`src/rtl/gpio_mux_pkg.sv`:
```
package gpio_mux_pkg;
  localparam int unsigned NPIN      = 32;
  localparam int unsigned ADDR_W    = 4;
  localparam logic [31:0] MODE_RST  = 32'hB96B_A1FF;
  localparam logic [31:0] DIR_RST   = 32'hF6FF_6EFF;
  localparam logic [31:0] HARD_MASK = 32'h1900_8100;
  localparam logic [31:0] CORE_MASK = 32'h00FF_00FF;
  localparam logic [31:0] INACT_DEF = 32'h0000_FFFF;
  localparam int unsigned KEEP_PIN  = 24;
  localparam int unsigned STRAP_PIN = 29;
  localparam logic [ADDR_W-1:0] MODE_OFS = 4'h0;
  localparam logic [ADDR_W-1:0] DIR_OFS  = 4'h4;
endpackage

```
`src/rtl/gpio_reg_bank.sv`:
```
module gpio_reg_bank #(
  parameter int unsigned N         = 32,
  parameter logic [N-1:0] RST_VAL  = '0,
  parameter logic [N-1:0] HARD     = '0,
  parameter logic [N-1:0] CORE     = '0,
  parameter int unsigned  KEEP     = 0
) (
  input  logic         clk_i,
  input  logic         rst_ni,
  input  logic         plt_rst_i,
  input  logic         sw_rst_i,
  input  logic [N-1:0] we_i,
  input  logic [N-1:0] d_i,
  output logic [N-1:0] q_o
);
  for (genvar i = 0; i < N; i++) begin : g_bit
    if (HARD[i]) begin : g_hard
      assign q_o[i] = 1'b1;
    end else begin : g_ff
      logic hit;
      assign hit = (sw_rst_i && (i != KEEP)) || (plt_rst_i && CORE[i]);
      always_ff @(posedge clk_i or negedge rst_ni) begin
        if (!rst_ni)     q_o[i] <= RST_VAL[i];
        else if (hit)    q_o[i] <= RST_VAL[i];
        else if (we_i[i]) q_o[i] <= d_i[i];
      end
    end
  end
endmodule

```
`src/rtl/gpio_pin_mux.sv`:
```
module gpio_pin_mux #(
  parameter int unsigned  N        = 32,
  parameter logic [N-1:0] INACTIVE = '0
) (
  input  logic [N-1:0] gpio_mode_i,
  input  logic [N-1:0] dir_in_i,
  input  logic [N-1:0] pad_in_i,
  output logic [N-1:0] native_in_o,
  output logic [N-1:0] pad_oe_o
);
  for (genvar i = 0; i < N; i++) begin : g_pin
    assign native_in_o[i] = gpio_mode_i[i] ? INACTIVE[i] : pad_in_i[i];
    assign pad_oe_o[i]    = gpio_mode_i[i] & ~dir_in_i[i];
  end
endmodule

```
`src/rtl/gpio_mux_ctrl.sv`:
```
module gpio_mux_ctrl
  import gpio_mux_pkg::*;
#(
  parameter logic [NPIN-1:0] INACTIVE_LVL = INACT_DEF
) (
  input  logic              clk_i,
  input  logic              rst_ni,
  input  logic              plt_rst_i,
  input  logic              sw_rst_i,
  input  logic              lock_i,
  input  logic              strap_i,
  input  logic [ADDR_W-1:0] addr_i,
  input  logic              wr_en_i,
  input  logic [NPIN-1:0]   wdata_i,
  output logic [NPIN-1:0]   rdata_o,
  input  logic [NPIN-1:0]   pad_in_i,
  output logic [NPIN-1:0]   native_in_o,
  output logic [NPIN-1:0]   pad_oe_o
);
  localparam logic [NPIN-1:0] STRAP_BIT = NPIN'(1) << STRAP_PIN;

  logic [NPIN-1:0] use_q, io_q, use_eff;
  logic [NPIN-1:0] we_use, we_io;
  logic            sel_use, sel_io, wr_ok;

  assign sel_use = (addr_i == MODE_OFS);
  assign sel_io  = (addr_i == DIR_OFS);
  assign wr_ok   = wr_en_i && !lock_i;
  assign use_eff = use_q & ~(strap_i ? '0 : STRAP_BIT);
  assign we_use  = {NPIN{wr_ok && sel_use}};
  assign we_io   = {NPIN{wr_ok && sel_io}} & use_eff;  // native pins ignore direction writes

  gpio_reg_bank #(
    .N(NPIN), .RST_VAL(MODE_RST), .HARD(HARD_MASK), .CORE(CORE_MASK), .KEEP(KEEP_PIN)
  ) u_mode (
    .clk_i, .rst_ni, .plt_rst_i, .sw_rst_i,
    .we_i(we_use), .d_i(wdata_i), .q_o(use_q)
  );

  gpio_reg_bank #(
    .N(NPIN), .RST_VAL(DIR_RST), .HARD('0), .CORE(CORE_MASK), .KEEP(KEEP_PIN)
  ) u_dir (
    .clk_i, .rst_ni, .plt_rst_i, .sw_rst_i,
    .we_i(we_io), .d_i(wdata_i), .q_o(io_q)
  );

  gpio_pin_mux #(.N(NPIN), .INACTIVE(INACTIVE_LVL)) u_mux (
    .gpio_mode_i(use_eff), .dir_in_i(io_q), .pad_in_i,
    .native_in_o, .pad_oe_o
  );

  always_comb begin
    if (sel_use)     rdata_o = use_eff;
    else if (sel_io) rdata_o = io_q & use_eff;
    else             rdata_o = '0;
  end
endmodule

```
`config.mk`:
```
export PLATFORM = sky130hd
export DESIGN_NAME = gpio_mux_ctrl
export DESIGN_NICKNAME = d
export VERILOG_FILES = /design/src/rtl/gpio_mux_pkg.sv /design/src/rtl/gpio_reg_bank.sv /design/src/rtl/gpio_pin_mux.sv /design/src/rtl/gpio_mux_ctrl.sv
export SDC_FILE = /design/constraint.sdc
export NUM_CORES = 1
export LEC_CHECK = 0
export CORE_UTILIZATION = 40
export CTS_CLUSTER_SIZE = 10
export DETAILED_ROUTE_END_ITERATION = 10
export GPL_ROUTABILITY_DRIVEN = 0
export PLACE_DENSITY_LB_ADDON = 0.2
export SYNTH_ARGS = -nofsm -noshare
export SYNTH_HDL_FRONTEND = slang
export SYNTH_SLANG_ARGS = --single-unit
```
`constraint.sdc`:
```
create_clock -name clk_i -period 1.9 [get_ports clk_i]
set_clock_uncertainty 0.2 [all_clocks]
set_input_delay 0.285 -clock clk_i [delete_from_list [all_inputs] [get_ports clk_i]]
set_output_delay 0.285 -clock clk_i [all_outputs]
set_load 0.005 [all_outputs]
```
======== After elaboration in Yosys (flattened, before gate mapping) ========
Cells that the tools add are included.
W data, S select, Z words.
word-level totals
  bits in registers ....................... 59
  word-level logic and storage cells ...... 318
operators by class
  equality and inequality tests ........... 1
  muxes and demuxes ....................... 151
  bitwise gates (word level) .............. 68
  reduce and logical (&&, ||, !) cells .... 39
operators by type and width
  kind                  count
  $mux W1               148
  $and A32 B32 Y32      3
  $reduce_bool A2 Y1    33
  $mux W32              2
  $and A1 B1 Y1         32
  $not A1 Y1            32
  $not A30 Y32          1
  $mux W30              1
  $eq A4 B3 Y1 const B  1
  $logic_not A4 Y1      1
  $logic_and A1 B1 Y1   3
  $logic_not A1 Y1      1
  $logic_or A1 B1 Y1    1

======== Depth between registers and ports, before layout ========
Gate-level depths: netlist of run 1.
  depth in word-level cells ............... 6
  mapped depth ............................ 6
  gate-level depth less buffers ........... 3

======== Hierarchy ========
A second synthesis of run 1 with hierarchy kept.
second synthesis, totals
  cell total of the unflattened synthesis .. 403
  area total of the unflattened synthesis .. 3,866.2 µm²
modules (own cells, without submodules)
  module                   times used  cells an instance  area an instance (µm²)
  gpio_reg_bank at u_dir   1           99                 1,337.5
  gpio_reg_bank at u_mode  1           90                 1,153.6
  gpio_mux_ctrl            1           150                974.7
  gpio_pin_mux             1           64                 400.4

======== Least setup slack after synthesis of run 1 ========
Ideal clock, no wire load.
  path type ............................... input to output
  start point ............................. in addr_i[3]
  end point ............................... out rdata_o[26]
  arrival time ............................ 1.363 ns
  setup slack ............................. 0.052 ns
  stages .................................. 5
  buffers on the path ..................... 2
  path through ............................ buf_2 > nor4_2 > clkbuf_1 > a21oi_1 > nor2b_1
on the way
  word-level cells in the longest chain between the ends .. 3
  elaborated cells on any way between the ends .. 4
ends and longest elaborated chain
  what          RTL line             text
  from (decl)   gpio_mux_ctrl.sv:12  input logic [ADDR_W-1:0] addr_i,
  $eq A4 B3 Y1  gpio_mux_ctrl.sv:27  assign sel_io = (addr_i == DIR_OFS);
  $mux W32      gpio_mux_ctrl.sv:54  else if (sel_io) rdata_o = io_q & use_eff;
  $mux W32 (*)  gpio_mux_ctrl.sv:53  if (sel_use) rdata_o = use_eff;
  to (decl)     gpio_mux_ctrl.sv:15  output logic [NPIN-1:0] rdata_o,
Every way passes the cells marked *; elsewhere a longest branch is shown, timed or not.

======== Worst setup path in the final report of run 1 ========
  start point ............................. in addr_i[3]
  end point ............................... out rdata_o[5]
The elaborated chain is that of the path after synthesis.

==> Flow_metrics.wiki, run 1 <==
{| class="wikitable"
! Metric !! Value
|-
| Outcome || finished, final reports clean
|-
| Final Setup Violations || 0
|-
| Y dimension of the die || ~96 um
|-
| Remaining antenna violation count || 0
|-
| Post-route met1 wirelength || between 4000 and 5000 um
|-
| Crit path required time || approximately 1.4 ns
|-
| Depth of the most critical reg-to-reg path || 4
|-
| Post-route DRC violation count || 0
|-
| CTS tree || yes
|-
| Cell area after technology mapping || between 0.003 and 0.004 mm^2
|-
| TNS Setup || 0 ns
|-
| Fin. Hold Viols || 0
|-
| Wire length of the first global-routing pass || 18900 um
|-
| Cells along the critical path || buf_8 > nor4_4 > buf_4 > buf_6 > buf_16 > a21oi_1 > nor2b_1 > buf_2
|-
| Sequential group share of total power || approximately 45%
|-
| I/O pin cnt || about 170
|-
| Post-detailed-routing wire length || between 10000 and 15000 um
|-
| Top-area cell type share of the netlist area || 32.0%
|-
| Power Density || approximately 480 mW/mm^2
|-
| Initial standard-cell utilization of the core || a little over two fifths
|-
| Area after detailed placement || 0.00533 mm^2
|-
| First-iteration detailed-routing DRC count || roughly 160
|-
| Clock buffer count from CTS || 9
|-
| Number of global-route vias before repair || 3934
|-
| Mean cell area of the mapped netlist || about 9 um^2
|-
| Worst slack at placement || -0.806 ns
|-
| Cell taking the most area after synthesis || dfstp_2
|-
| All-Layer GR Usage || about 27%
|-
| Static power due to leakage || 0.00278 uW
|-
| Top post-synthesis cells by count || nor2b_1, nor2_1, a21oi_1, dfstp_2, mux2i_1
|-
| Clock Path Buffers || 2
|-
| Worst setup SP type || input pin
|-
| Wirelength per Cell || 16.7 um
|-
| Net count of the finished layout || between 600 and 700
|-
| Slew margin rel. || ~62%
|-
| ANT cells || 0
|-
| RSZ-0062 raised after global routing || yes
|-
| Final worst hold slack || between 0.2 and 0.3 ns
|-
| Startpoint of the worst register-to-register path || u_mode.q_o[3]$_DFFE_PN1P_
|-
| Post-synthesis sequential area ratio || ~43%
|-
| Share of cells above drive strength 1 || 34.7%
|-
| Count of flip-flops with a built-in enable after synthesis || 0
|-
| Most used flip-flop cell after synthesis || dfstp_2
|-
| Clock network fraction of total power || around two fifths
|-
| Aggregate global routing overflow || 0
|-
| Total length of routed met3 wires || 969 um
|-
| Net switching component of the power || between 700 and 800 uW
|-
| Leading cell type by number of instances after synthesis || nor2b_1
|-
| Main area contributors after synthesis || dfstp_2, dfrtp_1, nor2b_1
|-
| Uppermost signal routing layer after detailed routing || met4
|-
| Number of buffer cells added on primary ports || 160
|-
| Total number of clock tree sinks || 59
|-
| Minimum setup slack among reg-to-reg paths || roughly 0.53 ns
|-
| Placeable core region || between 0.008 and 0.009 mm^2
|-
| Final instance area || between 0.006 and 0.007 mm^2
|-
| R2r endpoint || u_dir.q_o[3]$_DFFE_PN1P_
|-
| Count of warnings emitted by yosys || 0
|-
| Worst-Skew Late Latency || 0.34 ns
|-
| Initial antenna violation count || 0
|-
| Portion of total power attributed to combinational logic || 16.9%
|-
| CP max stage delay || between 0.2 and 0.3 ns
|-
| Critical path data arrival time || approximately 1.4 ns
|-
| Worst Slack Setup Final || roughly 0.058 ns
|-
| DRT Pass-1 Iters || 5
|-
| Category of the critical setup timing path || input pin to output port
|-
| Internal power || about 2100 uW
|-
| Clk slew on worst S/H paths || ~0.070 ns
|-
| Minimum clock period || roughly 1.8 ns
|-
| Met2 wire length || 5990 um
|-
| Fmax || roughly 540 MHz
|-
| Async set-or-reset flop fraction in the synthesized netlist || between 90% and 100%
|-
| Post-synthesis cell count || between 300 and 400
|-
| Register bit count reported by yosys || slightly below 60
|-
| Depth of the CTS H-tree || 3
|-
| Dpl hpwl || ~7300 um
|-
| Layout-stage area growth over the synthesis result || 70.1%
|-
| # Max-Cap Violations || 0
|-
| Worst-Margin Slew || 0.564 ns
|-
| Crit Path Max Fanout || 8
|-
| Final clock period utilization by the worst path || slightly below 100%
|-
| Net Sw Frac || about a quarter
|-
| Average via count per standard cell || roughly 5.4
|-
| Root Buffer || clkbuf_8
|-
| Die area || between 0.009 and 0.01 mm^2
|-
| # rows || 33
|-
| Die width || around 96 um
|-
| Crit-path slowest cell || nor4_4
|-
| Slew Viols, Final || 0
|-
| Worst min path class || input pin to async pin
|-
| Setup crit start || addr_i[3]
|-
| VDD IR max || roughly 0.00032 V
|-
| Maximum number of pins on one net before global-route repair || 60
|-
| Via Count || about 3900
|-
| Critical path capture point type || output port
|-
| Count of different cell masters after synthesis || 36
|}
==> metal layers <==
layer	track usage, %	vias to the layer above
li1	-	1812
met1	32.5	1837
met2	46.6	185
met3	5.53	21
met4	12.2	0
met5	0	-
==> final cells by class <==
class / count / area, um^2
clock inverters: 5 / 35.0
repair buffers: 238 / 2180
multi-input cells: 289 / 1920
inverters: 11 / 41.3
flip-flops and latches: 59 / 1530
fillers: 660 / 2380
clock buffers: 11 / 163
well taps: 105 / 131
==> worst max-delay path, delay by kind of cell <==
kind | cells | cell delay, ns
compound gates | 1 | 0.05
buf+inv | 5 | 0.64
simple gates | 2 | 0.38
==> what timing repair did <==
action,4_1_cts,5_1_grt
resized for setup,213,42
hold buffers,1,0
pin swaps,2,4
hold endpoints to repair,16,0
setup endpoints to repair,100,59
buffers inserted,50,5
cloned,3,0
==> power groups by stage <==
stage          Clock, uW  Sequential, uW  Combinational [uW]
2_1_floorplan          0            1300                 156
3_3_place_gp           0            1300                 450
3_5_place_dp           0            1300                 456
4_1_cts             1120            1280                 478
5_1_grt             1180            1280                 522
6_report            1110            1280                 485
==> worst max-delay path by stage <==
stage	end
6_report	rdata_o[5]
5_1_grt	rdata_o[30]
4_1_cts	rdata_o[4]
3_5_place_dp	rdata_o[4]
3_3_place_gp	rdata_o[13]
2_1_floorplan	rdata_o[26]
==> cell families (layout without fill, tap and decap cells) <==
group	after synthesis	after routing	synth area share, %
buf+inv	47	265	6.06
mux	19	19	5.39
other cells	2	5	0.213
simple gates	160	160	25.6
flops	59	59	43.4
compound gates	105	105	19.4
==> sequential cells by signal, summed over array words and instances (netlist names) <==
register and cells:
u_dir.q_o 32, u_mode.q_o 27
==> per-stage QoR <==
stage / util [%] / instances / total power (uW)
after floorplan: - / 395 / 1450
final: 71.6 / 718 / 2870
after detailed placement: 63.6 / 645 / 1760
after global placement: 63.6 / 645 / 1750
after CTS: 70.0 / 715 / 2880
after global routing: 71.6 / 718 / 2980
==> layout by cell type, fill, tap and decap left out, types with 17 or more instances in the layout <==
cell type	n
a31oi_1	17
mux2i_1	19
dlygate4sd2_1	39
nor2b_1	52
buf_4	60
buf_2	33
a21oi_1	32
dfstp_2	43
clkdlybuf4s50_1	71
nor2_1	49
(Power assumes the default switching activity.)
==> run 2, diff against run 1 <==
--- a/config.mk
+++ b/config.mk
@@ -5,11 +5,12 @@
 export SDC_FILE = /design/constraint.sdc
 export NUM_CORES = 1
 export LEC_CHECK = 0
+export CAP_MARGIN = 20
 export CORE_UTILIZATION = 40
-export CTS_CLUSTER_SIZE = 10
+export CTS_CLUSTER_SIZE = 40
 export DETAILED_ROUTE_END_ITERATION = 10
 export GPL_ROUTABILITY_DRIVEN = 0
-export PLACE_DENSITY_LB_ADDON = 0.2
+export PLACE_DENSITY = 0.75
 export SYNTH_ARGS = -nofsm -noshare
 export SYNTH_HDL_FRONTEND = slang
 export SYNTH_SLANG_ARGS = --single-unit
==> run 2 against run 1 <==
Against the previous run:
- the flow now finishes with violations (setup timing)
- worst setup slack lost 0.073 ns
- hold slack better by 0.011 ns
- combinational power increased by 7.2%
- critical endpoint is now rdata_o[25]
- largest cell class unchanged
==> Flow_metrics.wiki, run 2 (same netlist as run 1, synthesis figures left out) <==
{| class="wikitable"
! Metric !! Value
|-
| Crit Path Max Fanout || 4
|-
| Clock Path Buffers || 2
|-
| Final instance area || 0.00615 mm^2
|-
| CTS tree || yes
|-
| Post-route met1 wirelength || 5010 um
|-
| Regs by FF count || u_dir.q_o (32), u_mode.q_o (27)
|-
| Final Setup Violations || 4
|-
| Minimum setup slack among reg-to-reg paths || ~0.48 ns
|-
| Average via count per standard cell || between 5 and 6
|-
| Area after detailed placement || 0.00549 mm^2
|-
| Static power due to leakage || between 0.002 and 0.003 uW
|-
| Portion of total power attributed to combinational logic || between 15 and 20%
|-
| Category of the critical setup timing path || input pin to output port
|-
| Cells along the critical path || buf_8 > buf_6 > nor4_4 > buf_4 > buf_12 > buf_6 > a21oi_2 > nor2b_1 > buf_2
|-
| Minimum clock period || 1.92 ns
|-
| Dpl hpwl || roughly 7700 um
|-
| Worst Slack Setup Final || -0.0155 ns
|-
| Number of buffer cells added on primary ports || 160
|-
| Dpl cells || 658
|-
| Net switching component of the power || 758 uW
|-
| Share of cells above drive strength 1 || a little over a third
|-
| Slew Viols, Final || 0
|-
| Leading cell types in the layout, fill and taps excluded || clkdlybuf4s50_1, buf_4, nor2b_1
|-
| Clk slew on worst S/H paths || roughly 0.07 ns
|-
| Fmax || roughly 520 MHz
|-
| Post-route DRC violation count || 0
|-
| Y dimension of the die || around 96 um
|-
| I/O pin cnt || roughly 170
|-
| Final clock period utilization by the worst path || 101%
|-
| # rows || 33
|-
| CP max stage delay || about 0.23 ns
|-
| Remaining antenna violation count || 0
|-
| # Max-Cap Violations || 0
|-
| Net Sw Frac || around a quarter
|-
| Worst setup SP type || input pin
|-
| Total length of routed met3 wires || ~970 um
|-
| Crit-path slowest cell || nor4_4
|-
| Register with the highest flop count || u_dir.q_o
|-
| Met2 wire length || about 6500 um
|-
| Initial standard-cell utilization of the core || between 40% and 50%
|-
| DRT Pass-1 Iters || 5
|-
| Aggregate global routing overflow || 0
|-
| Critical path data arrival time || roughly 1.4 ns
|-
| Clock network fraction of total power || between 30% and 40%
|-
| Post-detailed-routing wire length || between 10000 and 15000 um
|-
| Fin. Hold Viols || 0
|-
| First-iteration detailed-routing DRC count || around 170
|-
| Post-route total power || just under 3000 uW
|-
| Net count of the finished layout || 698
|-
| Internal power || approximately 2200 uW
|-
| Clock buffer count from CTS || 9
|-
| Via Count || between 3000 and 4000
|-
| Worst min path class || input pin to async pin
|-
| ANT cells || 0
|-
| Root Buffer || clkbuf_8
|-
| All-Layer GR Usage || between 20% and 30%
|-
| Failing checks || setup timing
|-
| Critical path capture point type || output port
|-
| Outcome || complete, but fails checks
|-
| Wire length of the first global-routing pass || around 20000 um
|-
| Flip-flop count of the largest register after layout || 32
|-
| RSZ-0062 raised after global routing || yes
|-
| Layout-stage area growth over the synthesis result || 74.3%
|-
| Maximum number of pins on one net before global-route repair || 60
|-
| Power Density || around 480 mW/mm^2
|-
| Die area || 0.00920 mm^2
|-
| Most common cell after layout, fill and taps aside || clkdlybuf4s50_1
|-
| CP most frequent cell || buf_6
|-
| Die width || between 90 and 100 um
|-
| VDD IR max || 0.000369 V
|-
| Sequential group share of total power || roughly 44%
|-
| Initial antenna violation count || 0
|-
| Placeable core region || 0.00838 mm^2
|-
| Crit path required time || ~1.4 ns
|-
| Wirelength per Cell || ~18 um
|-
| Depth of the CTS H-tree || 3
|-
| Non-filler instance count after layout || 733
|-
| Worst-Skew Late Latency || 0.33 ns
|-
| Total number of clock tree sinks || 59
|-
| Uppermost signal routing layer after detailed routing || met4
|-
| Share of the core filled with cells in the final layout || approximately three quarters
|-
| Number of global-route vias before repair || between 3000 and 4000
|}
## run 2: cell count changes in the layout (fill, tap and decap cells not counted), moves of 3 or more
cell and delta:
clkinvlp_4 -3, buf_4 +6, nor2b_4 -3, buf_6 +4, nor2b_1 +3, dlygate4sd2_1 -4
buf_12 +5, clkdlybuf4s15_1 +3
## run 2: metrics by stage
stage | hold slack [ns] | TNS (ns) | setup WS (ns)
after floorplan | -0.211 | 0 | 0.0516
after detailed placement | 0.122 | -43.02 | -0.815
after global placement | 0.121 | -38.64 | -0.718
after global routing | 0.321 | -0.617 | -0.0836
final | 0.290 | -0.0315 | -0.0155
after CTS | 0.298 | -0.201 | -0.0808
## run 2: cell type report
class / instances / area, um^2
clock buffer: 9 / 124
clock inverter: 7 / 67.6
fill: 621 / 2230
inverter: 11 / 41.3
multi-input combinational: 289 / 1900
sequential: 59 / 1530
tap: 105 / 131
timing repair buffer: 253 / 2350
## run 2: repair_timing
action                                  in CTS  in global routing
endpoints found under the setup margin      95                 61
pin swaps                                    4                  3
resized for setup                          204                 41
gates cloned                                 5                  0
buffers inserted                            54                  6
hold buffers                                 1                  0
hold endpoints to repair                    16                  0
## run 2: per-layer routing
layer	vias to the layer above	track usage, %
met5	-	0
met4	0	12.3
met3	31	6.32
met2	193	51.9
met1	1911	34.5
li1	1845	-
## run 2: path summary, 6_finish.rpt
check                                           start                          to  depth (start not counted)
min                                            rst_ni  u_mode.q_o[18]$_DFFE_PN0P_                          3
max in group asynchronous                      rst_ni    u_dir.q_o[4]$_DFFE_PN1P_                          3
max                                         addr_i[1]                 rdata_o[25]                          9
min in group clk_i         u_mode.q_o[11]$_DFFE_PN0P_   u_dir.q_o[11]$_DFFE_PN1P_                          1
min reg2reg                u_mode.q_o[11]$_DFFE_PN0P_   u_dir.q_o[11]$_DFFE_PN1P_                          1
max reg2reg                 u_mode.q_o[2]$_DFFE_PN1P_    u_dir.q_o[2]$_DFFE_PN1P_                          4
## run 2: power groups by stage
| stage | Combinational (uW) | Sequential, uW | Clock (uW) |
|---|---|---|---|
| after floorplan | 156 | 1300 | 0 |
| after global placement | 482 | 1300 | 0 |
| after detailed placement | 489 | 1300 | 0 |
| after CTS | 522 | 1280 | 1130 |
| after global routing | 561 | 1280 | 1200 |
| final | 520 | 1280 | 1130 |
## run 2: critical path: cells and delay by family
family,cells,cell delay (ns)
buffers and inverters,6,0.76
and+or+nand+nor,2,0.35
AOI/OAI and AO/OA,1,0.03
